--- src/rtl/hcd_pkg.sv ---
// Shared types for the serial host command decoder.
package hcd_pkg;
    // Receiver phase: collecting the address word, collecting the write data
    // word, or clocking out a read response.
    typedef enum logic [1:0] {
        PH_ADDR = 2'd0,
        PH_DATA = 2'd1,
        PH_RESP = 2'd2
    } phase_e;
endpackage

--- src/rtl/hcd_sync_edge.sv ---
// Synchronizer and edge detector for the serial inputs.
// Both inputs pass through STAGES flops. The serial clock then goes through one
// more flop so that its rising and falling edges can be seen. Assumes the host
// holds each serial clock level for at least two system clock cycles.
module hcd_sync_edge #(
    parameter int STAGES = 2
) (
    input  logic clk,
    input  logic rst_n,
    input  logic sck_i,
    input  logic sdi_i,
    output logic rise_o,
    output logic fall_o,
    output logic sdi_o
);
    logic [STAGES-1:0] sck_ff;
    logic [STAGES-1:0] sdi_ff;
    logic              sck_q;

    for (genvar g = 0; g < STAGES; g++) begin : g_stage
        // One synchronizer stage for each input.
        always_ff @(posedge clk) begin
            if (!rst_n) begin
                sck_ff[g] <= 1'b0;
                sdi_ff[g] <= 1'b0;
            end else if (g == 0) begin
                sck_ff[g] <= sck_i;
                sdi_ff[g] <= sdi_i;
            end else begin
                sck_ff[g] <= sck_ff[(g == 0) ? 0 : g-1];
                sdi_ff[g] <= sdi_ff[(g == 0) ? 0 : g-1];
            end
        end
    end

    // Previous synchronized clock level, used for edge detection.
    always_ff @(posedge clk) begin
        if (!rst_n) sck_q <= 1'b0;
        else        sck_q <= sck_ff[STAGES-1];
    end

    assign rise_o = sck_ff[STAGES-1] & ~sck_q;
    assign fall_o = ~sck_ff[STAGES-1] & sck_q;
    assign sdi_o  = sdi_ff[STAGES-1];
endmodule

--- src/rtl/hcd_rx.sv ---
// Word assembler and phase sequencer.
// Shifts bits in MSB first on each rising serial edge. It pulses cmd_vld_o
// when a read address word or a write data word completes. A 2*W-bit history
// of received bits detects the flush pair regardless of word alignment. During
// a read response it only counts edges and ignores the data input.
module hcd_rx
    import hcd_pkg::*;
#(
    parameter int           W          = 16,
    parameter logic [W-1:0] FLUSH_ADDR = 16'h7FFF,
    parameter logic [W-1:0] FLUSH_DATA = 16'hFFFF
) (
    input  logic         clk,
    input  logic         rst_n,
    input  logic         rise_i,
    input  logic         sdi_i,
    output logic         cmd_vld_o,
    output logic         cmd_rd_o,
    output logic [W-1:0] cmd_addr_o,
    output logic [W-1:0] cmd_data_o,
    output logic         shift_ok_o
);
    localparam int             CW        = $clog2(W);
    localparam logic [CW-1:0]  LAST      = CW'(W-1);
    localparam logic [2*W-1:0] FLUSH_PAT = {FLUSH_ADDR, FLUSH_DATA};

    phase_e         phase_q;
    logic [CW-1:0]  cnt_q;
    logic [W-1:0]   sh_q, sh_n;
    logic [2*W-1:0] hist_q, hist_n;

    // Next word and history values if the current bit is taken.
    always_comb begin
        sh_n   = {sh_q[W-2:0], sdi_i};
        hist_n = {hist_q[2*W-2:0], sdi_i};
    end

    // Phase, bit count, assembly and dispatch pulse.
    always_ff @(posedge clk) begin
        if (!rst_n) begin
            phase_q    <= PH_ADDR;
            cnt_q      <= '0;
            sh_q       <= '0;
            hist_q     <= '0;
            cmd_vld_o  <= 1'b0;
            cmd_rd_o   <= 1'b0;
            cmd_addr_o <= '0;
            cmd_data_o <= '0;
        end else begin
            cmd_vld_o <= 1'b0;
            if (rise_i) begin
                if (phase_q == PH_RESP) begin
                    if (cnt_q == LAST) begin
                        phase_q <= PH_ADDR;
                        cnt_q   <= '0;
                    end else begin
                        cnt_q <= cnt_q + 1'b1;
                    end
                end else if (hist_n == FLUSH_PAT) begin
                    phase_q <= PH_ADDR;
                    cnt_q   <= '0;
                    sh_q    <= '0;
                    hist_q  <= '0;
                end else begin
                    sh_q   <= sh_n;
                    hist_q <= hist_n;
                    if (cnt_q == LAST) begin
                        cnt_q <= '0;
                        if (phase_q == PH_ADDR) begin
                            cmd_addr_o <= sh_n;
                            if (sh_n[W-1]) begin
                                phase_q    <= PH_RESP;
                                cmd_vld_o  <= 1'b1;
                                cmd_rd_o   <= 1'b1;
                                cmd_data_o <= '0;
                            end else begin
                                phase_q <= PH_DATA;
                            end
                        end else begin
                            cmd_data_o <= sh_n;
                            cmd_vld_o  <= 1'b1;
                            cmd_rd_o   <= 1'b0;
                            phase_q    <= PH_ADDR;
                        end
                    end else begin
                        cnt_q <= cnt_q + 1'b1;
                    end
                end
            end
        end
    end

    assign shift_ok_o = (phase_q == PH_RESP) && (cnt_q != '0);
endmodule

--- src/rtl/hcd_tx.sv ---
// Read response shifter.
// Loads a response word when the target reports it valid. Shifts one bit
// toward the MSB on each falling serial edge that the receiver allows. The
// output is the MSB. Assumes the response arrives before the host's first
// rising edge of the response phase.
module hcd_tx #(
    parameter int W = 16
) (
    input  logic         clk,
    input  logic         rst_n,
    input  logic         load_i,
    input  logic [W-1:0] data_i,
    input  logic         fall_i,
    input  logic         shift_ok_i,
    output logic         sdo_o
);
    logic [W-1:0] sh_q;

    // Load or shift the response word.
    always_ff @(posedge clk) begin
        if (!rst_n)                   sh_q <= '0;
        else if (load_i)              sh_q <= data_i;
        else if (fall_i && shift_ok_i) sh_q <= {sh_q[W-2:0], 1'b0};
    end

    assign sdo_o = sh_q[W-1];
endmodule

--- src/rtl/hcd_dispatch.sv ---
// Address decoder and target handshake.
// Sends each completed command to the time-slot window or the bridge window
// as a one-cycle strobe. Anything else goes to the engine as a request held
// until it is acknowledged. Commands that arrive while the engine request is
// pending are discarded.
module hcd_dispatch #(
    parameter int          W        = 16,
    parameter int unsigned TSA_BASE = 'h1400,
    parameter int          TSA_SPAN = 4,
    parameter int unsigned OCT_BASE = 'h1500,
    parameter int          OCT_SPAN = 8
) (
    input  logic         clk,
    input  logic         rst_n,
    input  logic         cmd_vld_i,
    input  logic         cmd_rd_i,
    input  logic [W-1:0] cmd_addr_i,
    input  logic [W-1:0] cmd_data_i,
    input  logic         eng_ack_i,
    output logic         tsa_stb_o,
    output logic         oct_stb_o,
    output logic         eng_req_o,
    output logic         cmd_rd_o,
    output logic [W-2:0] cmd_addr_o,
    output logic [W-1:0] cmd_data_o
);
    localparam logic [W-2:0] TSA_B = (W-1)'(TSA_BASE);
    localparam logic [W-2:0] OCT_B = (W-1)'(OCT_BASE);

    logic [W-2:0] a_fld;
    logic         hit_tsa, hit_oct;

    // Window match on the upper address bits.
    always_comb begin
        a_fld   = cmd_addr_i[W-2:0];
        hit_tsa = (a_fld[W-2:TSA_SPAN] == TSA_B[W-2:TSA_SPAN]);
        hit_oct = (a_fld[W-2:OCT_SPAN] == OCT_B[W-2:OCT_SPAN]);
    end

    // Latch the command, fire strobes and manage the engine request.
    always_ff @(posedge clk) begin
        if (!rst_n) begin
            tsa_stb_o  <= 1'b0;
            oct_stb_o  <= 1'b0;
            eng_req_o  <= 1'b0;
            cmd_rd_o   <= 1'b0;
            cmd_addr_o <= '0;
            cmd_data_o <= '0;
        end else begin
            tsa_stb_o <= 1'b0;
            oct_stb_o <= 1'b0;
            if (eng_req_o && eng_ack_i) eng_req_o <= 1'b0;
            if (cmd_vld_i && !eng_req_o) begin
                cmd_rd_o   <= cmd_rd_i;
                cmd_addr_o <= a_fld;
                cmd_data_o <= cmd_data_i;
                if (hit_tsa)      tsa_stb_o <= 1'b1;
                else if (hit_oct) oct_stb_o <= 1'b1;
                else              eng_req_o <= 1'b1;
            end
        end
    end
endmodule

--- src/rtl/host_cmd_decoder.sv ---
// Serial host command decoder top.
// Connects the synchronizer, receiver, response shifter and dispatcher.
// Assumes the host leaves a gap in the serial clock whenever the engine may
// be busy, and that read responses come back before the response phase starts.
module host_cmd_decoder #(
    parameter int          W        = 16,
    parameter int          STAGES   = 2,
    parameter int unsigned TSA_BASE = 'h1400,
    parameter int          TSA_SPAN = 4,
    parameter int unsigned OCT_BASE = 'h1500,
    parameter int          OCT_SPAN = 8
) (
    input  logic         clk,
    input  logic         rst_n,
    input  logic         sck_i,
    input  logic         sdi_i,
    output logic         sdo_o,
    output logic         tsa_stb_o,
    output logic         oct_stb_o,
    output logic         eng_req_o,
    input  logic         eng_ack_i,
    output logic         cmd_rd_o,
    output logic [W-2:0] cmd_addr_o,
    output logic [W-1:0] cmd_data_o,
    input  logic         rsp_vld_i,
    input  logic [W-1:0] rsp_data_i
);
    logic         rise, fall, sdi_s;
    logic         rx_vld, rx_rd, shift_ok;
    logic [W-1:0] rx_addr, rx_data;

    hcd_sync_edge #(.STAGES(STAGES)) u_sync (
        .clk(clk), .rst_n(rst_n), .sck_i(sck_i), .sdi_i(sdi_i),
        .rise_o(rise), .fall_o(fall), .sdi_o(sdi_s)
    );

    hcd_rx #(.W(W)) u_rx (
        .clk(clk), .rst_n(rst_n), .rise_i(rise), .sdi_i(sdi_s),
        .cmd_vld_o(rx_vld), .cmd_rd_o(rx_rd), .cmd_addr_o(rx_addr),
        .cmd_data_o(rx_data), .shift_ok_o(shift_ok)
    );

    hcd_tx #(.W(W)) u_tx (
        .clk(clk), .rst_n(rst_n), .load_i(rsp_vld_i), .data_i(rsp_data_i),
        .fall_i(fall), .shift_ok_i(shift_ok), .sdo_o(sdo_o)
    );

    hcd_dispatch #(
        .W(W), .TSA_BASE(TSA_BASE), .TSA_SPAN(TSA_SPAN),
        .OCT_BASE(OCT_BASE), .OCT_SPAN(OCT_SPAN)
    ) u_disp (
        .clk(clk), .rst_n(rst_n), .cmd_vld_i(rx_vld), .cmd_rd_i(rx_rd),
        .cmd_addr_i(rx_addr), .cmd_data_i(rx_data), .eng_ack_i(eng_ack_i),
        .tsa_stb_o(tsa_stb_o), .oct_stb_o(oct_stb_o), .eng_req_o(eng_req_o),
        .cmd_rd_o(cmd_rd_o), .cmd_addr_o(cmd_addr_o), .cmd_data_o(cmd_data_o)
    );
endmodule

--- config.mk ---
export PLATFORM = sky130hd
export DESIGN_NAME = host_cmd_decoder
export DESIGN_NICKNAME = d
export VERILOG_FILES = /design/src/rtl/hcd_pkg.sv /design/src/rtl/hcd_sync_edge.sv /design/src/rtl/hcd_rx.sv /design/src/rtl/hcd_tx.sv /design/src/rtl/hcd_dispatch.sv /design/src/rtl/host_cmd_decoder.sv
export SDC_FILE = /design/constraint.sdc
export NUM_CORES = 1
export LEC_CHECK = 0
export CORE_UTILIZATION = 25
export CTS_CLUSTER_SIZE = 12
export DETAILED_ROUTE_END_ITERATION = 10
export GPL_TIMING_DRIVEN = 0
export HOLD_SLACK_MARGIN = 0.02
export SLEW_MARGIN = 5
export SYNTH_ARGS = -nofsm -noshare
export SYNTH_HDL_FRONTEND = slang
export SYNTH_HIERARCHICAL = 1
export SYNTH_SLANG_ARGS = --single-unit
--- constraint.sdc ---
create_clock -name clk -period 2.2 [get_ports clk]
set_input_delay 0.22 -clock clk [delete_from_list [all_inputs] [get_ports clk]]
set_output_delay 0.22 -clock clk [all_outputs]
set_load 0.02 [all_outputs]
# Yosys cells after proc, flatten, opt, wreduce, memory -nomap -nowiden
# Cells that the tools add are included.
# word_totals
output_inout_bits,36
ff_bits,141
input_bits,22
wordCells,79
# classes
addsub,1
muxes,25
bitwise_logic,10
reduce_logical,16
n_eq_ne,7
# op_table
operator,count
$mux W16,4
$eq A32 B31 Y1 const B,1
$mux W31,1
$mux W15,1
$mux W2,6
$mux W4,3
$eq A11 B9 Y1 const B,1
$mux W1,10
$reduce_and A5 Y1,2
$not A1 Y1,8
$eq A7 B5 Y1 const B,1
$reduce_or A5 Y1,1
$add A4 B1 Y4 const B,1
$eq A4 B4 Y1 const B,1
$logic_and A1 B1 Y1,4
$reduce_and A2 Y1,2
$reduce_bool A2 Y1,2
$reduce_bool A4 Y1,1
$reduce_and A3 Y1,1
$reduce_or A3 Y1,1
$and A1 B1 Y1,2
$eq A2 B2 Y1 const B,1
$logic_not A2 Y1,1
$ne A2 B1 Y1 const B,1
other kinds (2),2

# Logic depth before layout (Yosys ltp)
# logic_depth
word_depth,5
depth_mapped,7

# Hierarchy
# Netlist, hierarchy kept.
# by_module_without_submodules
mod,cells_per_inst,area_per_inst_um2,n_inst
hcd_rx,303,2642.5,1
hcd_dispatch,155,1370.1,1
hcd_tx,71,690.7,1
hcd_sync_edge,12,143.9,1

# Worst setup path after synthesis
# OpenSTA, ideal clock, no wires.
# synth_path
path_type,register -> register
start,register u_rx.cnt_q[0]
end,register u_rx.cmd_addr_o[0]
n_path_buf,1
setup_slack_ns,0.471
synth_period_minus_slack_ns,1.729
arrival_time_ns,1.601
path_stages_with_launch,7
required_time_ns,2.072
cell_sequence,dfxtp_1 > ha_1 > nand3_1 > or3_1 > a211oi_2 > clkbuf_1 > o21ai_0
# synth_via
elab_chain_len,2
# synth_lines
item,line_no,rtl
start: declaration,hcd_rx.sv:28,logic [CW-1:0] cnt_q;
start signal: assignment,hcd_rx.sv:57,cnt_q <= cnt_q + 1'b1;
start signal: assignment,hcd_rx.sv:86,cnt_q <= cnt_q + 1'b1;
$eq A4 B4 Y1,hcd_rx.sv:67,if (cnt_q == LAST) begin
$reduce_and A5 Y1 (no source line),n/a,
end signal: assignment,hcd_rx.sv:70,cmd_addr_o <= sh_n;
end: declaration,hcd_rx.sv:19,"output logic [W-1:0] cmd_addr_o,"
# No other way between the ends.
# A chain may end at the register's enable or synchronous reset.

==> key figures <==
Cells and area
  – Commonest non-fill, non-tap cells in the layout: nand2_1 (149), dfxtp_1 (126), clkdlybuf4s50_1 (56)
  – Fraction of layout cells with a size suffix above 1: 10.4%
  – Area growth syn-to-layout: 31.4%
  – # diodes: 0
  – Most common cell after layout, fill and taps aside: nand2_1
  – Final #Nets: roughly 640
  – Post-Route Utilization: 33.7%

STA
  – Final setup viols: 0
  – Worst-margin pin slew: 751 ps
  – Worst Hold Slack: between 300 and 400 ps
  – RSZ-0062 raised after global routing: no
  – Slew margin rel.: 50.0%
  – Final max-slew violation count: 0
  – Setup ws final: 151 ps
  – Fmax: 0.488 GHz
  – Tmin final: between 2000 and 2500 ps
  – Final period util: 93.1%
  – Hold Fails Final Rpt: 0
  – Clock skew: between 6 and 7 ps

Global route
  – Total track usage: 11.5%
  – First-pass GRT wire length: approximately 18000 um
  – GR peak layer: met2
  – Global-route track usage on met1: 14.6%
  – Met3 Resource Use GR: between 3 and 4%
  – Met2 Use GR: 18.0%
  – Remaining global-route overflow: 0
  – Initial antenna violation count: 0
  – Vias in the first global route: approximately 3700
  – Largest net degree at the start of global routing: 22

Hold path
  – HP Class: in2reg

Worst setup path
  – Crit-path cells: nand4b_1 -> nor4_2 -> nand2_2 -> o21ai_2 -> buf_4 -> a21oi_1
  – Critical Path Max Stage Delay: 490 ps
  – Setup crit end kind: flip-flop
  – Crit path kind: reg2reg
  – WP data required: 2500 ps
  – Crit path max fanout: 10
  – CP max stage cell: nor4_2
  – Crit path launch type: flip-flop
  – WP data arrival: about 2400 ps

Drt
  – Final Routed Wirelength: 10700 um
  – 1st-iter DRT viols: 263
  – Initial DRT Pass Iterations: 4
  – Routed Antenna Nets: 0
  – Via count: 3888
  – Vias per std cell: 4.52
  – DRC viols: 0
  – DR WL/cell: 12.5 um

Clock tree
  – CTS tree: built
  – Postcts setup bufs: 0
  – Num CTS Buffers: 17
  – Clock sinks: about 130
  – Root Driver: clkbuf_16
  – H-tree depth: 4
  – Clk buf depth: 2
  – Reg clk slew, reported paths: 60 ps
  – Post-CTS Hold Fix Bufs: 0
  – Worst-Skew Late Latency: approximately 420 ps

Floorplanning
  – Starting Density: between 20 and 30%
  – Height of the die: 141 um
  – Number of cell rows: 50
  – Die width: 141 um
  – Core area: 18800 um^2
  – Die ar.: 19800 um^2
  – IO Pins: 58

Yosys
  – Post-synthesis cell count: 538
  – Mapped Area: 4820 um^2
  – Post-Syn Nets: 562
  – Avg Cell Area, Syn: 8.96 um^2
  – Yosys warns: 6

Flow run
  – Max Cap Violations: 0

Placed design
  – PortBufs: 57
  – GP Congestion: 0.784
  – Hpwl dp: 7710 um
  – Pre-CTS setup slack: -535 ps

Pwr
  – Leak Pwr: ~2.3 nW
  – Power per standard cell area: 872 nW/um^2
  – Design Power: around 5.5 mW
  – Worst VDD drop: 536 uV

Status
  – Status: completed
==> stage by stage <==
stage	instance area [um^2]	std cells	setup TNS (ps)
after floorplan	4820	538	0
after global placement	5680	829	-11780
after detailed placement	5680	829	-10730
after CTS	6320	861	0
after global routing	6330	861	0
final	6330	861	0
==> registers in the layout, summed over array words and instances, names as in the netlist, 2 cells and up <==
name	count
u_sync/sck_ff	2
u_rx/phase_q	2
u_rx/cnt_q	4
u_rx/sh_q	14
u_tx/sh_q	16
u_rx/hist_q	17
u_rx/cmd_addr_o	15
u_disp/cmd_addr_o	15
u_rx/cmd_data_o	16
u_disp/cmd_data_o	16
==> repair_timing <==
item	4_1_cts	5_1_grt
gates cloned	0	0
endpoints found under the setup margin	10	21
resized for setup	1	4
hold endpoints to repair	0	0
==> final timing paths <==
check | to | depth (start not counted) | startpoint | slack (ps)
min reg2reg | u_sync/sck_ff[1] | 1 | u_sync/sck_ff[0] | 430
max | u_rx/sh_q[1] | 6 | u_rx/sh_q[12] | 150
min | u_disp/eng_req_o | 2 | eng_ack_i | 360
max reg2reg | u_rx/sh_q[1] | 6 | u_rx/sh_q[12] | 150
==> cell type report <==
class                           instances  area, um^2
Tap cell                              234         293
Fill cell                            1942       12400
Multi-Input combinational cell        371        2040
Inverter                                5        18.8
Timing Repair Buffer                   57         569
Clock inverter                         14         204
Buffer                                 36         239
Clock buffer                           18         439
Sequential cell                       126        2520
==> critical path: cells and delay by family (launching register included) <==
kind / cells / cell delay (ps)
flip-flops: 1 / 470
AND/OR/NAND/NOR: 3 / 830
buffers and inverters: 1 / 250
AO/OA/AOI/OAI: 2 / 390
==> routing by layer <==
metal	wire length, um	vias to the layer above
met1	5130	1802
met4	128	0
met3	455	11
met2	5030	75
met5	0	-
li1	-	2000
==> power by group <==
part           internal, mW  switching, mW  total (mW)  leakage (nW)
Combinational        0.0789         0.0921       0.171         0.966
Sequential             2.31         0.0143        2.32          1.02
Clock                  1.95           1.08        3.03         0.310
Total                  4.34           1.18        5.52          2.30
Power figures use the tool's default switching activity.
